### src/rtl/tsw_pkg.sv
package tsw_pkg;
  typedef enum logic [2:0] {
    ST_IDLE,
    ST_SAVE,
    ST_TRLD,
    ST_DLO,
    ST_DHI,
    ST_REST,
    ST_RESUME
  } tsw_state_e;

  localparam int unsigned TSS_TYPE_LSB = 8;
  localparam int unsigned TSS_TYPE_W   = 4;
endpackage

### src/rtl/tsw_word_sel.sv
module tsw_word_sel #(
  parameter int unsigned DW    = 32,
  parameter int unsigned N     = 18,
  parameter int unsigned IDX_W = $clog2(N)
) (
  input  logic [N*DW-1:0]  ctx_i,
  input  logic [IDX_W-1:0] idx_i,
  output logic [DW-1:0]    word_o
);
  logic [DW-1:0] words [N];

  for (genvar g = 0; g < N; g++) begin : g_unpack
    assign words[g] = ctx_i[g*DW +: DW];
  end

  always_comb begin
    word_o = '0;
    if (idx_i < IDX_W'(N)) word_o = words[idx_i];
  end
endmodule

### src/rtl/tsw_desc_dec.sv
module tsw_desc_dec
  import tsw_pkg::*;
#(
  parameter int unsigned AW       = 32,
  parameter int unsigned SEL_W    = 16,
  parameter logic [TSS_TYPE_W-1:0] TSS_TYPE = 4'h9
) (
  input  logic [AW-1:0]         gdt_base_i,
  input  logic [SEL_W-4:0]      sel_idx_i,
  input  logic [TSS_TYPE_W-1:0] type_i,
  output logic [AW-1:0]         desc_lo_addr_o,
  output logic [AW-1:0]         desc_hi_addr_o,
  output logic                  type_ok_o
);
  // 8-byte descriptor slots
  assign desc_lo_addr_o = gdt_base_i + {{(AW-SEL_W){1'b0}}, sel_idx_i, 3'b000};
  assign desc_hi_addr_o = desc_lo_addr_o + AW'(4);
  assign type_ok_o      = (type_i == TSS_TYPE);
endmodule

### src/rtl/tsw_fsm.sv
module tsw_fsm
  import tsw_pkg::*;
#(
  parameter int unsigned AW         = 32,
  parameter int unsigned DW         = 32,
  parameter int unsigned SEL_W      = 16,
  parameter int unsigned CTX_WORDS  = 18,
  parameter logic [AW-1:0] RESET_BASE = '0,
  localparam int unsigned IDX_W     = $clog2(CTX_WORDS)
) (
  input  logic             clk_i,
  input  logic             rst_ni,
  input  logic             sw_req_i,
  input  logic [SEL_W-1:0] sw_sel_i,
  input  logic [AW-1:0]    desc_lo_addr_i,
  input  logic [AW-1:0]    desc_hi_addr_i,
  input  logic             type_ok_i,
  input  logic             mem_rdy_i,
  input  logic [DW-1:0]    mem_rdata_i,
  output logic [SEL_W-1:0] new_sel_o,
  output logic [IDX_W-1:0] cnt_o,
  output logic             mem_req_o,
  output logic             mem_we_o,
  output logic [AW-1:0]    mem_addr_o,
  output logic             ld_valid_o,
  output logic [IDX_W-1:0] ld_idx_o,
  output logic [DW-1:0]    ld_data_o,
  output logic [SEL_W-1:0] tr_sel_o,
  output logic [AW-1:0]    tr_base_o,
  output logic             busy_o,
  output logic             done_o,
  output logic             fault_o
);
  localparam logic [IDX_W-1:0] LAST = IDX_W'(CTX_WORDS - 1);

  tsw_state_e       state_q;
  logic [IDX_W-1:0] cnt_q;
  logic [SEL_W-1:0] new_sel_q, old_sel_q, tr_sel_q;
  logic [AW-1:0]    tr_base_q, new_base_q, word_off;
  logic             done_q, fault_q, ld_valid_q;
  logic [IDX_W-1:0] ld_idx_q;
  logic [DW-1:0]    ld_data_q;

  assign word_off = {{(AW-IDX_W-2){1'b0}}, cnt_q, 2'b00};

  always_comb begin
    mem_req_o  = 1'b0;
    mem_we_o   = 1'b0;
    mem_addr_o = '0;
    unique case (state_q)
      ST_SAVE: begin
        mem_req_o  = 1'b1;
        mem_we_o   = 1'b1;
        mem_addr_o = tr_base_q + word_off;
      end
      ST_DLO: begin
        mem_req_o  = 1'b1;
        mem_addr_o = desc_lo_addr_i;
      end
      ST_DHI: begin
        mem_req_o  = 1'b1;
        mem_addr_o = desc_hi_addr_i;
      end
      ST_REST: begin
        mem_req_o  = 1'b1;
        mem_addr_o = new_base_q + word_off;
      end
      default: ;
    endcase
  end

  always_ff @(posedge clk_i or negedge rst_ni) begin
    if (!rst_ni) begin
      state_q    <= ST_IDLE;
      cnt_q      <= '0;
      new_sel_q  <= '0;
      old_sel_q  <= '0;
      tr_sel_q   <= '0;
      tr_base_q  <= RESET_BASE;
      new_base_q <= '0;
      done_q     <= 1'b0;
      fault_q    <= 1'b0;
      ld_valid_q <= 1'b0;
      ld_idx_q   <= '0;
      ld_data_q  <= '0;
    end else begin
      done_q     <= 1'b0;
      fault_q    <= 1'b0;
      ld_valid_q <= 1'b0;
      unique case (state_q)
        ST_IDLE: if (sw_req_i) begin
          if (sw_sel_i[SEL_W-1:3] == '0) begin
            fault_q <= 1'b1;  // null selector: refuse before any traffic
          end else begin
            new_sel_q <= sw_sel_i;
            old_sel_q <= tr_sel_q;
            cnt_q     <= '0;
            state_q   <= ST_SAVE;
          end
        end
        ST_SAVE: if (mem_rdy_i) begin
          if (cnt_q == LAST) begin
            cnt_q   <= '0;
            state_q <= ST_TRLD;
          end else begin
            cnt_q <= cnt_q + IDX_W'(1);
          end
        end
        ST_TRLD: begin
          tr_sel_q <= new_sel_q;
          state_q  <= ST_DLO;
        end
        ST_DLO: if (mem_rdy_i) begin
          new_base_q <= mem_rdata_i;
          state_q    <= ST_DHI;
        end
        ST_DHI: if (mem_rdy_i) begin
          if (type_ok_i) begin
            state_q <= ST_REST;
          end else begin
            tr_sel_q <= old_sel_q;  // undo task register load
            fault_q  <= 1'b1;
            state_q  <= ST_IDLE;
          end
        end
        ST_REST: if (mem_rdy_i) begin
          ld_valid_q <= 1'b1;
          ld_idx_q   <= cnt_q;
          ld_data_q  <= mem_rdata_i;
          if (cnt_q == LAST) begin
            cnt_q   <= '0;
            state_q <= ST_RESUME;
          end else begin
            cnt_q <= cnt_q + IDX_W'(1);
          end
        end
        ST_RESUME: begin
          tr_base_q <= new_base_q;
          done_q    <= 1'b1;
          state_q   <= ST_IDLE;
        end
        default: state_q <= ST_IDLE;
      endcase
    end
  end

  assign new_sel_o  = new_sel_q;
  assign cnt_o      = cnt_q;
  assign ld_valid_o = ld_valid_q;
  assign ld_idx_o   = ld_idx_q;
  assign ld_data_o  = ld_data_q;
  assign tr_sel_o   = tr_sel_q;
  assign tr_base_o  = tr_base_q;
  assign busy_o     = (state_q != ST_IDLE);
  assign done_o     = done_q;
  assign fault_o    = fault_q;
endmodule

### src/rtl/task_switch_seq.sv
module task_switch_seq
  import tsw_pkg::*;
#(
  parameter int unsigned AW      = 32,
  parameter int unsigned DW      = 32,
  parameter int unsigned SEL_W   = 16,
  parameter int unsigned N_GPR   = 8,
  parameter int unsigned N_SEG   = 6,
  parameter logic [AW-1:0] RESET_BASE = '0,
  parameter logic [TSS_TYPE_W-1:0] TSS_TYPE = 4'h9,
  localparam int unsigned CTX_WORDS = N_GPR + N_SEG + 4,
  localparam int unsigned IDX_W     = $clog2(CTX_WORDS)
) (
  input  logic                    clk_i,
  input  logic                    rst_ni,
  input  logic                    sw_req_i,
  input  logic [SEL_W-1:0]        sw_sel_i,
  input  logic [AW-1:0]           gdt_base_i,
  input  logic [CTX_WORDS*DW-1:0] ctx_i,
  output logic                    mem_req_o,
  output logic                    mem_we_o,
  output logic [AW-1:0]           mem_addr_o,
  output logic [DW-1:0]           mem_wdata_o,
  input  logic                    mem_rdy_i,
  input  logic [DW-1:0]           mem_rdata_i,
  output logic                    ld_valid_o,
  output logic [IDX_W-1:0]        ld_idx_o,
  output logic [DW-1:0]           ld_data_o,
  output logic [SEL_W-1:0]        tr_sel_o,
  output logic [AW-1:0]           tr_base_o,
  output logic                    busy_o,
  output logic                    done_o,
  output logic                    fault_o
);
  logic [SEL_W-1:0] new_sel;
  logic [IDX_W-1:0] cnt;
  logic [AW-1:0]    desc_lo_addr, desc_hi_addr;
  logic             type_ok;

  tsw_word_sel #(.DW(DW), .N(CTX_WORDS), .IDX_W(IDX_W)) i_word_sel (
    .ctx_i  (ctx_i),
    .idx_i  (cnt),
    .word_o (mem_wdata_o)
  );

  tsw_desc_dec #(.AW(AW), .SEL_W(SEL_W), .TSS_TYPE(TSS_TYPE)) i_desc_dec (
    .gdt_base_i     (gdt_base_i),
    .sel_idx_i      (new_sel[SEL_W-1:3]),
    .type_i         (mem_rdata_i[TSS_TYPE_LSB +: TSS_TYPE_W]),
    .desc_lo_addr_o (desc_lo_addr),
    .desc_hi_addr_o (desc_hi_addr),
    .type_ok_o      (type_ok)
  );

  tsw_fsm #(
    .AW(AW), .DW(DW), .SEL_W(SEL_W), .CTX_WORDS(CTX_WORDS), .RESET_BASE(RESET_BASE)
  ) i_fsm (
    .clk_i          (clk_i),
    .rst_ni         (rst_ni),
    .sw_req_i       (sw_req_i),
    .sw_sel_i       (sw_sel_i),
    .desc_lo_addr_i (desc_lo_addr),
    .desc_hi_addr_i (desc_hi_addr),
    .type_ok_i      (type_ok),
    .mem_rdy_i      (mem_rdy_i),
    .mem_rdata_i    (mem_rdata_i),
    .new_sel_o      (new_sel),
    .cnt_o          (cnt),
    .mem_req_o      (mem_req_o),
    .mem_we_o       (mem_we_o),
    .mem_addr_o     (mem_addr_o),
    .ld_valid_o     (ld_valid_o),
    .ld_idx_o       (ld_idx_o),
    .ld_data_o      (ld_data_o),
    .tr_sel_o       (tr_sel_o),
    .tr_base_o      (tr_base_o),
    .busy_o         (busy_o),
    .done_o         (done_o),
    .fault_o        (fault_o)
  );
endmodule

### config.mk
export PLATFORM = sky130hd
export DESIGN_NAME = task_switch_seq
export DESIGN_NICKNAME = d
export VERILOG_FILES = /design/src/rtl/tsw_pkg.sv /design/src/rtl/tsw_word_sel.sv /design/src/rtl/tsw_desc_dec.sv /design/src/rtl/tsw_fsm.sv /design/src/rtl/task_switch_seq.sv
export SDC_FILE = /design/constraint.sdc
export NUM_CORES = 1
export LEC_CHECK = 0
export ABC_AREA = 1
export BUFFER_PORTS_ARGS = -buffer_cell sky130_fd_sc_hd__buf_4
export CAP_MARGIN = 25
export CORE_AREA = 4 4 311 313
export DETAILED_ROUTE_END_ITERATION = 8
export DIE_AREA = 0 0 315 317
export GPL_TIMING_DRIVEN = 0
export MAX_ROUTING_LAYER = met4
export PLACE_DENSITY_LB_ADDON = 0.15
export SKIP_CTS_REPAIR_TIMING = 1
export SYNTH_ARGS = -nofsm -noshare
export SYNTH_HDL_FRONTEND = slang
export SYNTH_SLANG_ARGS = --single-unit
### constraint.sdc
create_clock -name clk_i -period 7 [get_ports clk_i]
set_clock_uncertainty 0.15 [all_clocks]
set_input_delay 0.35 -clock clk_i [delete_from_list [all_inputs] [get_ports clk_i]]
set_output_delay 0.35 -clock clk_i [all_outputs]
set_load 0.02 [all_outputs]
==> impl_metrics.csv, run 1 <==
group,metric,value,unit
status,run_status,"finished with violations",
status,failing_checks,"hold timing",
finish,final_area,0.02373,mm^2
min_path,hold_class,"in -> reg",
timing,timing_hold_violations_final,2,
power_and_ir_drop,largest_vdd_supply_drop,0.1904,mV
cts,cts_inserted_buffers,17,
power_and_ir_drop,power-per-cell-area,427.9,mW/mm^2
route,drt_first_pass_iters,5,
route,route.antenna.remaining_nets,0,
placement,pre_cts_slack,1.948,ns
route,drt_drc_violations_left,0,
floorplan,floorplan.core_area,0.09430,mm^2
synthesis,synthTopCellsByArea,"dfrtp_1 26%, nand2_1 17%, o21ai_0 14%",
synthesis,syn-mean-instance-area,5.910,um^2
route,detailroute.via_count,22150,
cts,cts.root.buffer_cell,"clkbuf_16",
placement,gpl.final_weighted_congestion,0.9398,
synthesis,mappedNetlistArea,0.01515,mm^2
timing,holdWs,-0.02034,ns
route,wl,132200,um
grt,global_route.usage.total,25.95,%
timing,max_slew_margin,21.54,%
run,max_cap_violations,0,
synthesis,yosysWarnings,0,
critical_path,path_class,"reg -> out",
timing,slew_worst_pin,1.177,ns
timing,setup_repair_after_global_routing_missed_its_margin,"false",
floorplan,die_w,315,um
placement,detailedPlacementHpwl,114800,um
grt,first_global_vias,21590,
grt,grt.overflow.total,0,
floorplan,rows,113,
floorplan,floorplan.die_area,0.09986,mm^2
timing,period_minus_ws_final,5.442,ns
finish,layout.filler_cells,10950,
critical_path,worstSetupStartpointType,"flop",
grt,grt_start_max_net_pins,108,
critical_path,cp-end-kind,"primary output",
power_and_ir_drop,static-leakage-power,11.38,nW
critical_path,cp_max_fo,10,
cts,clk_latency,0.45,ns
synthesis,post_synth_num_cell_types,45,
synthesis,synth-async-reset-ratio,100.0,%
synthesis,synth_fp_nets,3246,
floorplan,start_util,16.06,%
grt,grt_antenna_before_repair,40,
route,drt_first_iter_violations,1954,
timing,final-max-slew-violation-count,0,
timing,fmaxAchievable,0.1838,GHz
placement,port_buffers,813,
route,wl_per_cell,28.03,um
synthesis,yosys_most_used_dff,"dfrtp_1",
finish,layout-area-overhead-vs-synth,56.68,%
cts,clock_tree_from_tritoncts,"yes",
route,avgViaCountPerCell,4.697,
cts,clock_sink_count,160,
cts,clkTransAtPathRegs,0.07,ns
cts,htree_levels,4,
timing,timing.final.setup_violations,0,
timing,setup_tns,0,ns
finish,finalNetCount,4098,
finish,mostFrequentLayoutCell,"buf_4",
synthesis,ys_seq_elements,160,
finish,layout.core_utilization,25.17,%
finish,most-common-layout-cells,"812 x buf_4, 679 x nand2_1, 414 x nor2_1",
timing,min_period_over_period,77.74,%
placement,dpl_cell_area,0.02297,mm^2
critical_path,worstPathArrival,4.94,ns
synthesis,yosys.area.top_type_share,26.43,%
synthesis,netlist.top_cell.by_area,"dfrtp_1",
cts,cts.path.max_buffers,2,
synthesis,portion_of_the_post_synthesis_area_used_by_sequential_elements,26.43,%
timing,timing.final.ws_setup,1.558,ns
finish,share_of_post_route_cells_with_drive_strength_above_1,26.58,%
floorplan,die_h,317,um
synthesis,synth_enable_flop_cells,0,
grt,grt_first_pass_wirelength,175500,um
floorplan,ios,815,
synthesis,synthesis.instances,2563,
critical_path,cp.required,6.50,ns
path summary, 6_finish.rpt:
| check | startpoint | endpoint | slack, ns | cells after the start |
|---|---|---|---|---|
| worst max-delay path | i_fsm.state_q[1] | mem_addr_o[28] | 1.56 | 22 |
| worst min-delay path | mem_rdy_i | i_fsm.state_q[1] | -0.02 | 2 |
| worst max register to register | i_fsm.cnt_o[1] | i_fsm.state_q[2] | 3.37 | 12 |
| worst min register to register | i_fsm.old_sel_q[1] | i_fsm.old_sel_q[1] | 0.33 | 2 |
| max in group asynchronous | rst_ni | i_fsm.new_base_q[5] | 5.48 | 3 |
| min in group asynchronous | rst_ni | i_fsm.new_sel_o[10] | 0.27 | 2 |
registers in the layout (all words and copies together) (netlist names):
signal            count
i_fsm.done_o          1
i_fsm.new_base_q     32
i_fsm.cnt_o           5
i_fsm.new_sel_o      16
i_fsm.ld_data_o      32
i_fsm.old_sel_q      16
i_fsm.ld_valid_o      1
i_fsm.tr_sel_o       16
i_fsm.ld_idx_o        5
i_fsm.tr_base_o      32
i_fsm.state_q         3
i_fsm.fault_o         1
metal layers:
layer	vias to the layer above	GRT usage (%)	part of all wire [%]
li1	10320	-	-
met1	10770	31.60	41
met2	929	42.93	48
met3	127	4.901	6.6
met4	0	9.336	3.8
met5	-	-	0
layout make-up:
class	count	area [um^2]	share of cell area (%)
Clock buffer	18	429.2	1.808
Sequential cell	160	4004	16.87
Multi-Input combinational cell	2031	9713	40.92
Timing Repair Buffer	833	6365	26.82
Antenna cell	23	57.56	0.2425
Tap cell	1265	1583	6.669
Buffer	155	616.8	2.599
Inverter	217	814.5	3.432
Clock inverter	13	151.4	0.6379
synthesized netlist by cell type, types with 7 or more instances:
cell,n
nor2_2,10
nor3_1,16
a21oi_1,39
a221oi_1,14
mux2i_1,18
o21ai_2,16
clkbuf_1,137
ha_1,21
o211ai_1,10
a31oi_1,20
o32ai_1,14
nand3_1,119
inv_1,209
o21ai_1,8
buf_2,10
nor2_1,414
o22ai_1,135
dfrtp_1,160
nand2_1,679
nand3b_1,7
nand4_1,32
o221ai_1,8
o21ai_0,410
critical path, stage by stage (launching register included):
cell	delay, ns
dfrtp_1	0.49
nor2_8	0.28
nand2_8	0.12
buf_2	0.21
buf_2	0.20
clkbuf_1	0.24
o21ai_0	0.33
ha_1	0.23
inv_1	0.06
fa_1	0.42
inv_1	0.07
a31oi_1	0.10
or2_2	0.30
nand2_1	0.13
nand2_1	0.13
nor2_2	0.28
nand3b_1	0.16
nand2_1	0.09
nand2_1	0.09
o21ai_1	0.14
inv_1	0.05
nand2_1	0.18
buf_4	0.19
through the flow:
step	cells	power, W
after floorplan	2563	0.005330
after global placement	4641	0.009143
after detailed placement	4648	0.009196
after CTS	4679	0.01020
after global routing	4713	0.01079
final	4715	0.01016
logic make-up after synthesis:
| group | count (synthesis) | share of synthesized area [%] |
|---|---|---|
| compound gates | 683 | 25.55 |
| xor+xnor | 9 | 0.5203 |
| buf+inv | 372 | 9.449 |
| simple gates | 1298 | 34.86 |
| fa+ha+maj | 23 | 1.999 |
| mux | 18 | 1.189 |
| flops | 160 | 26.43 |
power breakdown:
part / leakage, nW / total, W / switching [W] / internal (W)
Clock: 0.282 / 0.000969 / 0.000437 / 0.000532
Sequential: 2.03 / 0.00169 / 0.000340 / 0.00135
Combinational: 9.07 / 0.00750 / 0.00524 / 0.00226
Note: power is estimated with default switching activity, not from simulation.
==> inputs of run 2 (changes only) <==
- clock period: 7 -> 5.38 ns (I/O delays scaled with it)
==> impl_metrics.csv, run 2 (synthesis gave the netlist of run 1 again) <==
group,metric,value,unit
status,run_status,"finished with violations",
status,failing_checks,"hold timing",
finish,final_area,0.02405,mm^2
timing,setup_repair_after_global_routing_missed_its_margin,"false",
min_path,hold_class,"in -> reg",
route,detailroute.via_count,22290,
cts,cts.path.max_buffers,2,
route,drt_first_iter_violations,1887,
timing,fmaxAchievable,0.1983,GHz
placement,dpl_cell_area,0.02297,mm^2
run,max_cap_violations,0,
timing,slew_worst_pin,1.183,ns
grt,grt_start_max_net_pins,108,
finish,layout.filler_cells,10930,
cts,htree_levels,4,
finish,layout.core_utilization,25.51,%
power_and_ir_drop,largest_vdd_supply_drop,0.2466,mV
timing,timing.final.ws_setup,0.3383,ns
finish,mostFrequentLayoutCell,"buf_4",
critical_path,critical_path_top_delay_cell,"dfrtp_1",
timing,max_slew_margin,21.13,%
critical_path,worst_path_largest_cell_delay,0.49,ns
finish,finalNetCount,4128,
critical_path,crit_start,"i_fsm.state_q[1]",
power_and_ir_drop,power-per-cell-area,551.4,mW/mm^2
route,drt_drc_violations_left,0,
timing,holdWs,-0.01458,ns
critical_path,setup_slack_on_the_worst_flop_to_flop_path,1.96,ns
grt,global_route.usage.total,25.95,%
timing,timing_hold_violations_final,3,
finish,share_of_post_route_cells_with_drive_strength_above_1,26.55,%
critical_path,cp-end-kind,"primary output",
timing,period_minus_ws_final,5.042,ns
critical_path,most_numerous_cell_on_the_critical_path,"clkbuf_4",
power_and_ir_drop,finalPower,0.01326,W
finish,most-common-layout-cells,"815 x buf_4, 679 x nand2_1, 413 x nor2_1",
critical_path,worstSetupStartpointType,"flop",
cts,clk_latency,0.45,ns
grt,grt_antenna_before_repair,40,
placement,pre_cts_slack,0.4089,ns
critical_path,cp_max_fo,10,
route,wl,132200,um
min_path,worst_hold_path.num_cells,3,
floorplan,rows,113,
min_path,hold_crit_start,"mem_rdata_i[27]",
critical_path,rr_endpoint,"i_fsm.ld_idx_o[0]",
cts,clock_tree_from_tritoncts,"yes",
critical_path,worstPathArrival,4.62,ns
cts,cts.root.buffer_cell,"clkbuf_16",
grt,grt.overflow.total,0,
floorplan,ios,815,
timing,min_period_over_period,93.71,%
placement,port_buffers,813,
power_and_ir_drop,static-leakage-power,11.53,nW
critical_path,critical_path.cell_chain,"nor2_8 -> nand2_8 -> clkbuf_4 -> clkbuf_4 -> clkbuf_4 -> o21ai_1 -> ha_1 -> inv_1 -> fa_1 -> inv_1 -> a31oi_1 -> or2_2 -> nand2_1 -> nand3_2 -> nor2_4 -> a21oi_1 -> o21ai_0 -> o211ai_1 -> buf_4",
floorplan,start_util,16.06,%
route,drt_first_pass_iters,7,
timing,final-max-slew-violation-count,0,
cts,cts_inserted_buffers,17,
route,route.antenna.remaining_nets,0,
critical_path,cp.required,4.96,ns
route,avgViaCountPerCell,4.698,
finish,layout-area-overhead-vs-synth,58.79,%
grt,grt_first_pass_wirelength,175500,um
cts,clock_sink_count,160,
floorplan,die_h,317,um
min_path,worst_hold_path.endpoint,"i_fsm.new_base_q[27]",
cts,clkTransAtPathRegs,0.08,ns
timing,timing.final.setup_violations,0,
floorplan,die_w,315,um
placement,detailedPlacementHpwl,114800,um
critical_path,path_class,"reg -> out",
grt,first_global_vias,21590,
floorplan,floorplan.die_area,0.09986,mm^2
route,wl_per_cell,27.87,um
placement,gpl.final_weighted_congestion,0.9398,
floorplan,floorplan.core_area,0.09430,mm^2
critical_path,rr_worst_depth,7,
critical_path,regToRegStartpoint,"i_fsm.cnt_o[0]",
## run 2: critical path, delay by kind of cell, from the launching register on
kind | cells | cell delay, ns
flops | 1 | 0.49
fa+ha+maj | 2 | 0.63
buf+inv | 6 | 0.97
compound gates | 5 | 0.94
simple gates | 6 | 1.14
## run 2: area by class of cell
type	count	area, um^2	share of cell area [%]
clock inverters	13	151.4	0.6294
inverters	217	814.5	3.386
multi-input cells	2031	9732	40.46
plain buffers	155	626.9	2.606
repair buffers	863	6658	27.68
clock buffers	18	429.2	1.784
diodes	22	55.05	0.2289
flip-flops and latches	160	4005	16.65
well taps	1265	1583	6.580
## run 2: worst max-delay path by stage
| stage | to | slack [ns] | cells after the start |
|---|---|---|---|
| detailed placement | mem_addr_o[22] | 0.41 | 19 |
| global placement | mem_addr_o[22] | 0.39 | 19 |
| CTS | mem_addr_o[22] | -0.08 | 19 |
| floorplan | mem_addr_o[28] | 1.59 | 23 |
| global route | mem_addr_o[22] | 0.006 | 19 |
| finish | mem_addr_o[18] | 0.34 | 19 |
## run 2: metal layers
metal,global-route usage [%],part of all wire (%)
met1,31.60,41
met2,42.93,48
met3,4.901,6.6
met4,9.336,3.9
met5,-,0
## run 2: metrics by stage
stage	hold WS, ns	TNS, ns	std cells
final	-0.01458	0	4744
after global routing	0.005106	0	4743
after CTS	-0.4112	-0.08006	4679
after detailed placement	0.08422	0	4648
after global placement	0.3138	0	4641
after floorplan	-0.1766	0	2563
## run 2: power breakdown
group | internal [W] | switching, W
Clock | 0.000692 | 0.000569
Sequential | 0.00175 | 0.000442
Combinational | 0.00298 | 0.00683
Total | 0.00542 | 0.00784
